File: config.mk
export PLATFORM = sky130hd
export DESIGN_NAME = rx_read_formatter
export DESIGN_NICKNAME = d
export VERILOG_FILES = /design/src/rtl/rx_read_formatter.sv
export SDC_FILE = /design/constraint.sdc
export NUM_CORES = 1
export LEC_CHECK = 0
export ABC_AREA = 1
export BUFFER_PORTS_ARGS = -buffer_cell sky130_fd_sc_hd__buf_2
export CAP_MARGIN = 0
export CORE_UTILIZATION = 60
export DETAILED_ROUTE_END_ITERATION = 8
export PLACE_DENSITY = 0.92
export SYNTH_ARGS = -nofsm -noshare
export SYNTH_HDL_FRONTEND = slang
export SYNTH_SLANG_ARGS = --single-unit
File: constraint.sdc
create_clock -name clk -period 12.3 [get_ports clk]
set_input_delay 2.46 -clock clk [delete_from_list [all_inputs] [get_ports clk]]
set_output_delay 2.46 -clock clk [all_outputs]
set_load 0.05 [all_outputs]
File: src/rtl/rx_read_formatter.sv
module rx_read_formatter #(
  parameter int LEN_W   = 14,
  parameter int OFF_W   = 5,
  parameter int BURST_W = 5
) (
  input  logic               clk,
  input  logic               rst_n,
  input  logic [OFF_W-1:0]   cfg_offset,
  input  logic               cfg_pad_en,
  input  logic [BURST_W-1:0] cfg_burst,
  input  logic               sts_valid,
  input  logic [LEN_W-1:0]   sts_len,
  output logic               sts_pop,
  input  logic               dat_valid,
  input  logic [31:0]        dat_word,
  output logic               dat_pop,
  input  logic               rd_en,
  output logic [31:0]        rd_data,
  output logic               rx_err
);
  localparam int PW = LEN_W + 3;
  localparam logic signed [PW-1:0] THREE = PW'(3);
  localparam logic signed [PW-1:0] FOUR  = PW'(4);

  logic                  busy;
  logic signed [PW-1:0]  pos_q;
  logic [LEN_W-1:0]      len_q;
  logic                  pad_q;
  logic [BURST_W-1:0]    bm1_q, bcnt_q;
  logic [31:0]           prev_q;

  logic signed [PW-1:0]  off_ext, pos_c, len_ext, hi, len4;
  logic [LEN_W-1:0]      len_c;
  logic                  pad_c, need, last_data, done, underrun, take;
  logic [BURST_W-1:0]    bm1_c, bcnt_c, cfg_bm1;
  logic [63:0]           combo;
  logic [31:0]           word_c;

  assign off_ext = $signed({{(PW-OFF_W){1'b0}}, cfg_offset});
  assign cfg_bm1 = (cfg_burst == '0) ? '0 : cfg_burst - BURST_W'(1);
  assign pos_c   = busy ? pos_q  : -off_ext;
  assign len_c   = busy ? len_q  : sts_len;
  assign pad_c   = busy ? pad_q  : cfg_pad_en;
  assign bm1_c   = busy ? bm1_q  : cfg_bm1;
  assign bcnt_c  = busy ? bcnt_q : '0;
  assign len_ext = $signed({3'b000, len_c});
  assign hi      = pos_c + THREE;
  assign len4    = ((len_ext + THREE) >>> 2) <<< 2;
  assign need    = (hi >= 0) && (hi < len4);
  assign last_data = (pos_c + FOUR) >= len_ext;
  assign done    = last_data && (!pad_c || (bcnt_c == bm1_c));
  assign combo   = {dat_word, prev_q};

  always_comb begin
    word_c = '0;
    for (int b = 0; b < 4; b++) begin
      logic signed [PW-1:0] p;
      logic [2:0] idx;
      p   = pos_c + PW'(b);
      idx = {1'b0, hi[1:0]} + 3'(b) + 3'd1;
      if (p >= 0 && p < len_ext)
        word_c[8*b +: 8] = combo[{idx, 3'b000} +: 8];
    end
  end

  assign underrun = rd_en && !rx_err && ((!busy && !sts_valid) || (need && !dat_valid));
  assign take     = rd_en && !rx_err && !underrun;
  assign sts_pop  = take && !busy;
  assign dat_pop  = take && need;

  always_ff @(posedge clk or negedge rst_n) begin
    if (!rst_n) begin
      busy    <= 1'b0;
      pos_q   <= '0;
      len_q   <= '0;
      pad_q   <= 1'b0;
      bm1_q   <= '0;
      bcnt_q  <= '0;
      prev_q  <= '0;
      rd_data <= '0;
      rx_err  <= 1'b0;
    end else if (take) begin
      rd_data <= word_c;
      busy    <= !done;
      pos_q   <= pos_c + FOUR;
      len_q   <= len_c;
      pad_q   <= pad_c;
      bm1_q   <= bm1_c;
      bcnt_q  <= (bcnt_c == bm1_c) ? '0 : bcnt_c + BURST_W'(1);
      if (need) prev_q <= dat_word;
    end else if (rd_en) begin
      rd_data <= '0;
      if (underrun) rx_err <= 1'b1;
    end
  end
endmodule


---- After elaboration in Yosys (flattened, before gate mapping) ----
Cells that the tools add are included.
word-level totals
  logic and storage cells ................. 78
  input bits .............................. 62
  output and inout port bits .............. 35
  flip-flop bits (word level) ............. 108
cells by class
  equality and inequality tests ........... 1
  bitwise gates (word level) .............. 1
  muxes and demuxes ....................... 13
  shifts and indexed selects .............. 4
  magnitude comparators ................... 10
  reduce and logical (&&, ||, !) cells .... 26
  add/sub/neg operators ................... 14
operators with widths
  kind                                                                     number
  64-bit by 7-bit variable part select with 8-bit output                   4
  17-bit by 1-bit >= comparator with 1-bit output (second input constant)  4
  17-bit by 15-bit less-than comparator with 1-bit output                  4
  32-bit 2-to-1 mux                                                        2
  17-bit by 3-bit adder with 17-bit output (second input constant)         2
  8-bit 2-to-1 mux                                                         4
  5-bit 2-to-1 mux                                                         4
  17-bit by 2-bit adder with 17-bit output (second input constant)         1
  17-bit by 4-bit adder with 17-bit output (second input constant)         1
  17-bit by 15-bit >= comparator with 1-bit output                         1
  17-bit by 16-bit less-than comparator with 1-bit output                  1
  17-bit 2-to-1 mux                                                        1
  5-bit negation with 17-bit output                                        1
  14-bit by 2-bit adder with 15-bit output (second input constant)         1
  14-bit 2-to-1 mux                                                        1
  1-bit logical AND                                                        13
  3-bit by 1-bit adder with 3-bit output (second input constant)           3
  1-bit zero test                                                          7
  2-bit by 2-bit adder with 3-bit output (second input constant)           2
  5-bit by 1-bit adder with 5-bit output (second input constant)           1
  5-bit equality test                                                      1
  5-bit zero test                                                          1
  5-bit by 1-bit subtractor with 5-bit output (second input constant)      1
  2-bit by 1-bit adder with 3-bit output (second input constant)           1
  6 further kinds                                                          7

---- Logic depth before layout (Yosys ltp) ----
Gate-level depths: netlist of run 1.
  depth after elaboration ................. 12
  depth in mapped cells ................... 27
  depth with buffers taken out ............ 27

---- Worst setup path before layout of run 1 ----
Ideal clock, no wire load.
  path kind ............................... input-to-output
  start ................................... input cfg_offset[0]
  end ..................................... output sts_pop
  path buffers ............................ 1
  path slack .............................. 3782 ps
  stages .................................. 25
  arrival time ............................ 6058 ps
  data required time ...................... 9840 ps
  cell sequence ........................... inv_1 ha_1 nand2_1 nor2_1 ha_1 inv_1 nand2_1 o21ai_2 inv_2 nand4_1 nor2_1 nand2_1 nor2_1 xor2_1 inv_1 ha_1 inv_1 nor3_1 a211oi_1 a21oi_1 nor2_2 nand2_2 nand3_2 buf_2 nor2_1
on the way
  longest elaborated chain between the ends .. 11
  elaborated cells between the ends (all ways) .. 12
  those cells by class .................... add/sub: 2; order compare: 2; mux: 1; reduce/logical: 7
ends and longest elaborated chain
  item                                                                                                                               RTL line  text
  start, declared                                                                                                                    8         input logic [OFF_W-1:0] cfg_offset,
  5-bit negation with 17-bit output (*)                                                                                              41        assign pos_c = busy ? pos_q : -off_ext;
  17-bit 2-to-1 mux (*)                                                                                                              41
  17-bit by 3-bit adder with 17-bit output (*)                                                                                       47        assign hi = pos_c + THREE;
  17-bit by 1-bit >= comparator with 1-bit output / 17-bit by 16-bit less-than comparator with 1-bit output (equally long branches)  49        assign need = (hi >= 0) && (hi < len4);
  1-bit logical AND (*)                                                                                                              49
  1-bit logical AND (*)                                                                                                              66        assign underrun = rd_en && !rx_err && ((!busy && !sts_valid) || (need && !dat_valid));
  1-bit logical OR (*)                                                                                                               66
  1-bit logical AND (*)                                                                                                              66
  1-bit zero test (*)                                                                                                                67        assign take = rd_en && !rx_err && !underrun;
  1-bit logical AND (*)                                                                                                              67
  1-bit logical AND (*)                                                                                                              68        assign sts_pop = take && !busy;
  end, declared                                                                                                                      13        output logic sts_pop,
Mark *: on every way between the ends. The rest lies on a longest branch, timed or not.

---- Final worst setup path of run 1 ----
Ends and elaborated chain as after synthesis.

==> metrics.md, run 1 <==
| Metric | Value |
|---|---|
| Outcome | completed |
| F_max | 105.4 MHz |
| Skew-Pair Late Insertion Delay | approximately 0.37 ns |
| Pint | 1272 uW |
| Vias in the first global route | 8753 |
| Gate count of the mapped netlist | 1337 |
| # DRC | 0 |
| Worst Setup End Kind | output pin |
| Syn_area_per_cell | between 7 and 8 um^2 |
| Final Critical Period | 9.485 ns |
| PostCTS Resize Cnt | 0 |
| Sink Count | 108 |
| CP required | 9.84 ns |
| Worst Tran Pin Value | 1.056 ns |
| Layout net count | roughly 1600 |
| Post-route ant nets | 0 |
| Area growth syn-to-layout | 9.316% |
| DR vias/cell | 5.853 |
| Clock Path Buffers | 2 |
| Yosys warning total | 0 |
| Postcts setup bufs | 0 |
| Critical register-to-register path startpoint | busy |
| Reg2reg end | rd_data[9] |
| Initial core utilization | approximately three fifths |
| Slew HR | 29.55% |
| Sequential fraction of the synthesis area | 28.54% |
| Largest net degree at the start of global routing | 83 |
| Share of cells above drive strength 1 | around 15% |
| Power Density | 269.9 mW/mm^2 |
| Die area | 0.01629 mm^2 |
| Routability cong. | 1.018 |
| Fin cells | 1614 |
| Chip Height | 127.6 um |
| Max cap viols | 0 |
| Via count | approximately 9400 |
| RSZ-0062 raised after global routing | false |
| Worst Path Arrival | ~7 ns |
| Global-route wire length before repair | 43.79 mm |
| Die Width | 127.6 um |
| WL final | 27.08 mm |
| Clock transition at path regs | 0.07 ns |
| TritonCTS clock tree | yes |
| Setup TNS | 0 ns |
| Hold_buf cts | 0 |
| Cells after DPL | between 1500 and 2000 |
| Reg2Reg Depth | 25 |
| Boundary Pins | 97 |
| Hold endpoint | len_q[10] |
| Port bufs | 96 |
| Grt ovf | 0 |
| Core area | 0.01531 mm^2 |
| First drt pass iteration count | 6 |
| HP Class | reg -> reg |
| Clock Power Share | roughly 11% |
| Crit path kind | in -> out |
| CP Launch Type | input pin |
| CTS buffer count | 9 |
| Count of final setup violators | 0 |
| Most frequent cells in the layout | nand2_1, inv_1, dfrtp_1 |
| Clk root buf | clkbuf_16 |
| Crit-path max FO | 44 |
| Peak VDD IR | 159.8 uV |
| LEAKAGE | 0.005524 uW |
| Hold_sp | len_q[10] |
| Initial antenna violation count | 0 |
| CTS H-Tree Depth | 3 |
| GRT Util Overall | 34.24% |
| Post-layout util | 67.59% |
| Mapped Nets | approximately 1500 |
| Commonest non-fill, non-tap cell in the layout | nand2_1 |
| Final setup skew | between 0.01 and 0.015 ns |
| R2R setup slack | 7.37 ns |
| Synthesized area | 0.009469 mm^2 |
| Seq pwr share | between 15 and 20% |
| WHS | 0.4652 ns |
| Site Rows | 45 |
| Synth cell types | 47 |
| Max-slew violations | 0 |
| Routed len/inst | 16.78 um |
| Antenna fix cells | 0 |
| Final worst path period share | around 77% |
| Initial DRC Count | ~980 |
| Comb pwr share | 72.6% |
| Worst setup startpoint | cfg_offset[0] |
| Net Sw Frac | 54.47% |
| #FFs+latches synth | 108 |
| Final Hold Vio Count | 0 |
| Hold Path Stages | 2 |
| Final HPWL DP | 19.48 mm |
| Switching power total | 1521 uW |
layer usage:
layer | GRT usage [%] | vias to the layer above | wire length (um)
li1 | - | 4546 | -
met1 | 47.33 | 4371 | 11890
met2 | 52.39 | 463 | 11890
met3 | 7.621 | 67 | 2534
met4 | 12.87 | 0 | 764
met5 | 0 | - | 0
worst max-delay path: stages:
cell     delay, ns
buf_2         0.07
inv_1         0.09
ha_1          0.24
nand2_1       0.11
nor2_1        0.07
ha_1          0.29
inv_1         0.05
nand2_1       0.07
o21ai_2       0.14
inv_2         0.16
nand4_1       0.22
nor2_1        0.25
nand2_1       0.11
nor2_1        0.17
xor2_1        0.20
inv_1         0.08
ha_1          0.30
inv_1         0.05
nor3_1        0.18
nand2_1       0.08
a21oi_1       0.16
nor2_2        0.06
nand2_2       0.07
nand3_2       0.75
nor2_1        0.28
buf_2         0.30
final cells by class:
type | count | area (um^2)
Inverter | 133 | 499.2
Timing Repair Buffer | 114 | 618.1
Fill cell | 1320 | 4964
Clock inverter | 6 | 72.57
Tap cell | 211 | 264.0
Clock buffer | 9 | 225.2
Multi-Input combinational cell | 1033 | 5969
Sequential cell | 108 | 2703
registers in the layout, summed over array words and instances, names as in the netlist:
name / cells
pos_q: 17
bcnt_q: 5
bm1_q: 5
pad_q: 1
prev_q: 32
rd_data: 32
rx_err: 1
len_q: 14
busy: 1
power groups by stage:
stage | Sequential, uW | Clock (uW) | Combinational (uW)
after floorplan | 460 | 0 | 1440
after global placement | 467 | 0 | 1900
after detailed placement | 470 | 0 | 1960
after CTS | 464 | 303 | 1980
after global routing | 472 | 315 | 2270
final | 465 | 301 | 2030
metrics by stage:
stage	instance area, um^2	power (uW)	setup WS [ns]
final	10350	2794	2.815
after global routing	10350	3056	2.331
after CTS	10350	2747	2.876
after detailed placement	10050	2433	2.911
after global placement	10050	2369	3.042
after floorplan	9469	1902	3.782
synthesized netlist by cell type (all sizes together):
cell type    n  share of area, %
a211oi      15               1.2
and3         1             0.066
a21o         2              0.16
o31ai        1             0.079
nor3        16              0.85
o21bai       1             0.079
or2         31               2.0
nor3b        2              0.16
clkbuf      29               1.2
clkinv       3              0.12
a2111oi      1             0.093
nand4       88               6.0
inv        130               5.2
o22ai        9              0.59
nor2       101               4.4
o21ai      100               6.1
a21oi       45               2.4
nand2      395                16
xnor2        5              0.46
dfrtp      108                29
ha          89                12
nand3       40               2.2
o21a         2              0.16
buf         34               2.1
mux2i       16               1.7
xor2        57               5.3
nand3b       3              0.24
o211a        1              0.11
a221oi       1             0.093
nor4         1             0.066
o211ai      10              0.79
kinds of logic after synthesis:
logic type / after synthesis / share of synthesized area (%)
adders and majority gates: 89 / 11.76
buffers and inverters: 196 / 8.496
xor gates and xnor gates: 62 / 5.735
DFF: 108 / 28.54
and+or+nand+nor: 678 / 31.94
AOI/OAI and AO/OA: 188 / 11.84
muxes: 16 / 1.691
how the worst max path moves through the flow:
stage,cells after the start,endpoint,slack [ns]
global route,26,sts_pop,2.33
finish,26,sts_pop,2.81
global placement,26,sts_pop,3.04
CTS,26,sts_pop,2.88
floorplan,25,sts_pop,3.78
detailed placement,26,sts_pop,2.91
(Power assumes the default switching activity.)
==> inputs of run 2 (changes only) <==
--- a/config.mk
+++ b/config.mk
@@ -5,12 +5,12 @@
 export SDC_FILE = /design/constraint.sdc
 export NUM_CORES = 1
 export LEC_CHECK = 0
-export ABC_AREA = 1
+export ABC_AREA = 0
 export BUFFER_PORTS_ARGS = -buffer_cell sky130_fd_sc_hd__buf_2
 export CAP_MARGIN = 0
-export CORE_UTILIZATION = 60
+export CORE_UTILIZATION = 55
 export DETAILED_ROUTE_END_ITERATION = 8
-export PLACE_DENSITY = 0.92
+export PLACE_DENSITY = 0.9
 export SYNTH_ARGS = -nofsm -noshare
 export SYNTH_HDL_FRONTEND = slang
 export SYNTH_SLANG_ARGS = --single-unit
==> constraint.sdc (replaced) <==
create_clock -name clk -period 8.1 [get_ports clk]
set_input_delay 1.62 -clock clk [delete_from_list [all_inputs] [get_ports clk]]
set_output_delay 1.62 -clock clk [all_outputs]
set_load 0.05 [all_outputs]
==> run 2 against run 1 <==
  * First-iteration DRC count decreased by 25%
  * Die area increased by 0.87%
  * Count of clock-buffer cells in the layout increased by 4
  * Global-route usage decreased by 3.3 points
  * Cell area decreased by 5.4%
==> metrics.md, run 2 <==
| Metric | Value |
|---|---|
| Ys async rst share | 100.0% (unchanged) |
| Power Density | 352.6 mW/mm^2 (+31%) |
| TritonCTS clock tree | yes |
| Port bufs | 96 (unchanged) |
| Worst Tran Pin Value | 1.122 ns (+0.06695 ns) |
| Hold_buf cts | 0 (unchanged) |
| Share of cells above drive strength 1 | 25.46% (+11 points) |
| Final worst path period share | a little over nine tenths |
| Synth Area in Compound Gates | 14.07% (+2.2 points) |
| Outcome | completed |
| Post-layout util | 63.72% (-3.9 points) |
| Most frequent cells in the layout | dfrtp_1, buf_2, ha_1 |
| Site Rows | 45 (unchanged) |
| Final HPWL DP | 17.71 mm (-9.1%) |
| Largest net degree at the start of global routing | 78 (-6.0%) |
| Synth cell types | 68 (+45%) |
| HP Class | reg -> reg |
| Area growth syn-to-layout | 11.84% |
| Fin cells | 1143 (-29%) |
| First drt pass iteration count | 5 (-1) |
| Clk root buf | clkbuf_16 |
| Initial core utilization | 56.97% (-4.9 points) |
| Routability cong. | 0.9386 (-7.8%) |
| Skew-Pair Late Insertion Delay | 0.36 ns (about the same) |
| CP required | 6.48 ns (-3.36 ns) |
| Initial DRC Count | 742 (-25%) |
| Worst Path Arrival | 6.15 ns (-0.88 ns) |
| Most frequent cells after synthesis | dfrtp_1, ha_1, nand2_1 |
| Mapped Nets | 983 (-34%) |
| Core area | 0.01537 mm^2 (+0.37%) |
| # DRC | 0 (unchanged) |
| Post-synthesis mux area share | 19.13% (+17 points) |
| LEAKAGE | 0.004446 uW (-20%) |
| Vias in the first global route | 7390 (-16%) |
| Layout net count | 1077 (-31%) |
| Post-synth EDFFs | 0 (unchanged) |
| Global-route wire length before repair | 39.30 mm (-10%) |
| Top-count cell post-synth | dfrtp_1 |
| Crit-path max FO | 7 (-84%) |
| GRT Util Overall | 30.93% (-3.3 points) |
| CTS buffer count | 9 (unchanged) |
| Commonest non-fill, non-tap cell in the layout | dfrtp_1 |
| FILL cells | 1171 (-11%) |
| Crit path kind | in -> out |
| WHS | 0.4852 ns (+0.02002 ns) |
| Worst Setup End Kind | output pin |
| DR vias/cell | 6.525 (+11%) |
| XOR/XNOR Fraction of Synth Area | 7.201% (+1.5 points) |
| Top_reg_cell synth | dfrtp_1 |
| Post-Synth Simple-Gate Area | 13.09% (-19 points) |
| CTS H-Tree Depth | 3 (unchanged) |
| Chip Height | 128.2 um (+0.43%) |
| F_max | between 100 and 150 MHz |
| Yosys warning total | 0 (unchanged) |
| Final setup skew | 0.007270 ns (-0.003220 ns) |
| Synth top area share | 30.86% (+2.3 points) |
| Max-slew violations | 0 (unchanged) |
| RSZ-0062 raised after global routing | false |
| Routed len/inst | 21.18 um (+26%) |
| Clock transition at path regs | 0.08 ns (about the same) |
| Gate count of the mapped netlist | 832 (-38%) |
| Largest family of logic cells by synthesized area | multiplexers |
| Peak VDD IR | 350.5 uV (+120%) |
| Post-route ant nets | 0 (unchanged) |
| Adder-cell share of the synthesized area | 12.72% (+0.96 points) |
| Cells after DPL | 1126 (-30%) |
| Boundary Pins | 97 (unchanged) |
| Area leader, netlist | dfrtp_1 |
| Grt ovf | 0 (unchanged) |
| Setup TNS | 0 ns (unchanged) |
| Initial antenna violation count | 1 (+1) |
| Via count | 7458 (-21%) |
| Postcts setup bufs | 0 (unchanged) |
| Sequential fraction of the synthesis area | 30.86% (+2.3 points) |
| Final Hold Vio Count | 0 (unchanged) |
| Sink Count | 108 (unchanged) |
| WL final | 24.21 mm (-11%) |
| Max cap viols | 0 (unchanged) |
| Syn_area_per_cell | 10.53 um^2 (+49%) |
| Die area | 0.01643 mm^2 (+0.87%) |
| Synthesized area | 0.008757 mm^2 (-7.5%) |
| Count of final setup violators | 0 (unchanged) |
| Clock Path Buffers | 2 (unchanged) |
| #FFs+latches synth | 108 (unchanged) |
| Regs by FF count | prev_q x32, rd_data x32, pos_q x17 |
| Die Width | 128.2 um (+0.43%) |
| Slew HR | 25.09% (-4.5 points) |
| Final Critical Period | 7.774 ns |
| Largest cells by area after synthesis | dfrtp_1, ha_1, mux4_2, mux2_2, xnor2_1 |
| CP Launch Type | input pin |
-- run 2: cell types whose count changed after synthesis, moves of 18 or more --
| cell | previous run | this run |
|---|---|---|
| inv_1 | 122 | 24 |
| mux2_2 | 0 | 46 |
| mux4_2 | 0 | 40 |
| nand2_1 | 386 | 68 |
| nand3_1 | 39 | 18 |
| nand4_1 | 87 | 8 |
| nor2_1 | 91 | 40 |
| o21ai_0 | 65 | 40 |
| o21ai_2 | 20 | 2 |
| or2_2 | 29 | 0 |
| xnor2_1 | 5 | 44 |
| xor2_1 | 57 | 28 |
-- run 2: layer usage --
| layer | part of all wire, % | GRT usage (%) | vias to the layer above | routed length (um) |
|---|---|---|---|---|
| met4 | 3.4 | 12.66 | 0 | 826 |
| met1 | 40 | 41.15 | 3658 | 9570 |
| met3 | 8.8 | 5.801 | 86 | 2123 |
| met5 | 0 | 0 | - | 0 |
| li1 | - | - | 3294 | - |
| met2 | 48 | 49.76 | 420 | 11690 |
-- run 2: stage by stage --
stage / total power [uW] / setup WS, ns / area, um^2
finish: 3454 / 0.3264 / 9794
detailed placement: 2955 / 0.2547 / 9503
CTS: 3417 / 0.2442 / 9792
global route: 3727 / 0.1110 / 9792
global placement: 2845 / 0.4291 / 9503
floorplan: 2371 / 0.6390 / 8757
-- run 2: cells by family (layout without fill, tap and decap cells) --
logic type / Yosys count / after routing
multiplexers: 110 / 110
AO/OA/AOI/OAI: 173 / 173
AND/OR/NAND/NOR: 220 / 220
XOR/XNOR: 72 / 72
flip-flops: 108 / 108
buffers and inverters: 60 / 159
other: 0 / 1
adder cells (fa/ha/maj): 89 / 89
-- run 2: worst paths after layout --
kind,startpoint,endpoint,slack [ns],depth (start not counted)
worst min register to register,len_q[6],len_q[6],0.49,2
worst max-delay path,cfg_offset[1],sts_pop,0.33,19
worst min-delay path,len_q[6],len_q[6],0.49,2
min in group asynchronous,rst_n,len_q[1],1.24,1
max in group asynchronous,rst_n,busy,5.51,2
worst max register to register,busy,rd_data[18],2.19,17
-- run 2: report_power, final --
part           internal (uW)  total (uW)  leakage [uW]  switching (uW)
Sequential               630         736       0.00140             106
Clock                    230         445      0.000142             214
Combinational            985        2270       0.00290            1290
-- run 2: layout make-up --
type / instances / area, um^2 / area share, %
sequential: 108 / 2704 / 27.61
timing repair buffer: 115 / 625.6 / 6.387
antenna: 1 / 2.502 / 0.02555
inverter: 28 / 105.1 / 1.073
multi-input combinational: 664 / 5804 / 59.26
clock inverter: 3 / 28.78 / 0.2938
clock buffer: 13 / 260.3 / 2.657
tap: 211 / 264.0 / 2.695
-- run 2: critical path, stage by stage --
cell and delay (ns):
buf_2 0.13, o31a_1 0.35, o31ai_4 0.45, ha_1 0.34, a21boi_0 0.30, and3_1 0.25, nand3_1 0.19, nor2_1 0.18
xor2_1 0.24, ha_1 0.28, a21o_1 0.18, a21oi_1 0.14, o21ai_0 0.10, a221oi_1 0.28, o21ai_1 0.27, o31ai_4 0.26
nand2b_1 0.26, inv_2 0.10, buf_2 0.22
-- run 2: what timing repair did --
item	in CTS	in global routing
resized for setup	0	1
endpoints found under the setup margin	0	1
endpoints found under the hold margin	0	0
==> inputs of run 3 (changes only) <==
--- a/config.mk
+++ b/config.mk
@@ -7,10 +7,12 @@
 export LEC_CHECK = 0
 export ABC_AREA = 0
 export BUFFER_PORTS_ARGS = -buffer_cell sky130_fd_sc_hd__buf_2
-export CAP_MARGIN = 0
-export CORE_UTILIZATION = 55
+export CAP_MARGIN = 40
+export CELL_PAD_IN_SITES_DETAIL_PLACEMENT = 0
+export CELL_PAD_IN_SITES_GLOBAL_PLACEMENT = 2
+export CORE_UTILIZATION = 35
 export DETAILED_ROUTE_END_ITERATION = 8
-export PLACE_DENSITY = 0.9
+export PLACE_DENSITY = 0.88
 export SYNTH_ARGS = -nofsm -noshare
 export SYNTH_HDL_FRONTEND = slang
 export SYNTH_SLANG_ARGS = --single-unit
==> constraint.sdc (replaced) <==
create_clock -name clk -period 8.1 [get_ports clk]
set_input_delay 0.81 -clock clk [delete_from_list [all_inputs] [get_ports clk]]
set_output_delay 0.81 -clock clk [all_outputs]
set_load 0.05 [all_outputs]
==> run 3 against run 2 <==
  * Cell area grew 2.4%
  * Fmax increased by 20%
  * Combinational power fell by 2%
  * Count of clock-buffer cells in the layout shrank 4
  * Worst hold slack got worse by 0.0054 ns
  * Global-route usage decreased by 11 points
  * Sequential cell count did not move
  * Register-to-register slack better by 0.06 ns
  * Wire length grew 1.3%
  * Critical path type unchanged
  * Largest power group unchanged
  * Highest routed layer is now met5
==> metrics.md, run 3 (synthesis gave the netlist of run 2 again) <==
| Metric | Value |
|---|---|
| Sink Count | 108 (unchanged) |
| Setup Slack @ Placement | 1.576 ns (+1.321 ns) |
| Clock transition at path regs | 0.08 ns (about the same) |
| Die Width | 160.2 um (+25%) |
| CP bufs+invs | 5 (+2) |
| Peak VDD IR | 157.0 uV (-55%) |
| Initial core utilization | 35.80% (-21 points) |
| Via count | 6960 (-6.7%) |
| Count of final setup violators | 0 (unchanged) |
| Final Total Pwr | 3458 uW (+0.13%) |
| Regs by FF count | prev_q x32, rd_data x32, pos_q x17 |
| CP Launch Type | input pin |
| Top cell by count, worst path | ha_1 |
| CP required | 7.29 ns (+0.81 ns) |
| Chip Height | 160.2 um (+25%) |
| Crit-path max FO | 9 (+2) |
| Power Density | 344.7 mW/mm^2 (-2.2%) |
| Setup TNS | 0 ns (unchanged) |
| Share of cells above drive strength 1 | 25.96% (+0.51 points) |
| Port bufs | 96 (unchanged) |
| CTS buffer count | 9 (unchanged) |
| Skew-Pair Late Insertion Delay | 0.38 ns (+0.02 ns) |
| PostCTS Resize Cnt | 0 (unchanged) |
| FILL cells | 2401 (+110%) |
| Worst Path Arrival | 5.67 ns (-0.48 ns) |
| Seq pwr share | 21.1% (-0.2 points) |
| WL final | 24.51 mm (+1.3%) |
| Clk root buf | clkbuf_16 |
| Fin worst setup slack | 1.623 ns (+1.297 ns) |
| Initial antenna violation count | 3 (+2) |
| DR vias/cell | 5.515 (-15%) |
| Commonest non-fill, non-tap cell in the layout | dfrtp_1 |
| F_max | 154.4 MHz (+20%) |
| Postcts setup bufs | 0 (unchanged) |
| Worst Setup End Kind | output pin |
| Global-route wire length before repair | 39.36 mm (+0.18%) |
| Boundary Pins | 97 (unchanged) |
| LEAKAGE | 0.004491 uW (+1.0%) |
| CTS H-Tree Depth | 3 (unchanged) |
| HP Class | reg -> reg |
| WHS | 0.4798 ns (-0.005409 ns) |
| Core area | 0.02446 mm^2 (+59%) |
| Crit path kind | in -> out |
| Grt ovf | 0 (unchanged) |
| Site Rows | 57 (+27%) |
| Switching power total | 1594 uW (-0.89%) |
| Slew HR | 41.09% (+16 points) |
| Pint | 1864 uW (+1.0%) |
| Initial DRC Count | 384 (-48%) |
| Comb pwr share | 64.3% (-1.5 points) |
| Vias in the first global route | 6965 (-5.8%) |
| GRT Util Overall | 19.57% (-11 points) |
| Net Sw Frac | 46.10% (-0.48 points) |
| Register area | 0.002704 mm^2 (unchanged) |
| Clock Path Buffers | 2 (unchanged) |
| Max-slew violations | 0 (unchanged) |
| Final Hold Vio Count | 0 (unchanged) |
| Final worst path period share | 79.96% (-16 points) |
| First drt pass iteration count | 5 (unchanged) |
| Post-route ant nets | 0 (unchanged) |
| Worst Tran Pin Value | 0.8743 ns (-0.2481 ns) |
| CP Cell Sequence | buf_2 -> inv_1 -> ha_1 -> xor2_1 -> o21ai_2 -> ha_1 -> a21boi_0 -> buf_4 -> and3_1 -> nand3_1 -> nor2_1 -> xor2_1 -> ha_1 -> a21o_1 -> a21oi_1 -> o21ai_0 -> a221oi_1 -> o21ai_0 -> o31ai_4 -> nand2b_1 -> inv_2 -> buf_2 |
| Final Critical Period | 6.477 ns (-1.297 ns) |
| Die area | 0.02566 mm^2 (+56%) |
| Most frequent cells in the layout | dfrtp_1, buf_2, ha_1 |
| Crit-path leading delay family | compound AO/OA/AOI/OAI gates |
| Area growth syn-to-layout | 14.55% |
| Max cap viols | 0 (unchanged) |
| RSZ-0062 raised after global routing | false |
| # DRC | 0 (unchanged) |
| TritonCTS clock tree | yes |
| CP max-delay cell | o21ai_2 |
| Layout net count | 1082 (+0.46%) |
| Hold_buf cts | 0 (unchanged) |
| Clock Power Share | 14.6% (+1.7 points) |
| CP max stage delay | 0.43 ns (-0.02 ns) |
| Post-layout util | 41.01% (-23 points) |
| Routed len/inst | 19.42 um (-8.3%) |
| Outcome | completed |
| Final HPWL DP | 18.48 mm (+4.3%) |
| Multi-input gate area | 0.005804 mm^2 (unchanged) |
| Routability cong. | 0.8999 (-4.1%) |
| Largest net degree at the start of global routing | 78 (unchanged) |
| Final setup skew | 0.01897 ns (+0.01170 ns) |
## run 3: cell count changes in the layout (fill, tap and decap cells not counted), sizes merged
cell,change
buf,+5
clkbuf,-4
inv,+2
bufinv,+1
clkinv,+1
diode,+1
## run 3: area by class of cell
class / instances / area share (%)
timing repair buffer: 120 / 6.773
sequential: 108 / 26.96
antenna: 2 / 0.04989
multi-input combinational: 664 / 57.86
clock inverter: 7 / 1.023
tap: 324 / 4.041
clock buffer: 9 / 2.245
inverter: 28 / 1.048
## run 3: worst paths after layout
check / startpoint / to / cells after the start / slack [ns]
worst max register to register: busy / rd_data[20] / 18 / 2.25
max in group asynchronous: rst_n / len_q[9] / 2 / 6.43
min in group asynchronous: rst_n / prev_q[27] / 1 / 0.49
worst min-delay path: len_q[3] / len_q[3] / 2 / 0.48
worst max-delay path: cfg_offset[0] / sts_pop / 22 / 1.62
worst min register to register: len_q[3] / len_q[3] / 2 / 0.48
## run 3: tightest hold or removal path: stages, from the launching register on
cell	delay, ns
dfrtp_1	0.34
nand2_1	0.05
o21ai_0	0.06
## run 3: per-stage QoR
step	instances	instance area, um^2
finish	1262	10030
global route	1261	10030
CTS	1260	10030
detailed placement	1244	9698
global placement	1240	9652
floorplan	832	8757
## run 3: power by group through the flow
| stage | registers [uW] | clock network (uW) | logic, uW |
|---|---|---|---|
| floorplan | 689 | 0 | 1680 |
| global placement | 738 | 0 | 2190 |
| detailed placement | 741 | 0 | 2220 |
| CTS | 731 | 517 | 2240 |
| global route | 747 | 533 | 2490 |
| finish | 729 | 505 | 2220 |
## run 3: per-layer routing
layer,wire length (um),track usage (%)
met3,1688,4.571
met5,13,0
met4,239,3.766
met2,11350,31.32
met1,11220,27.01
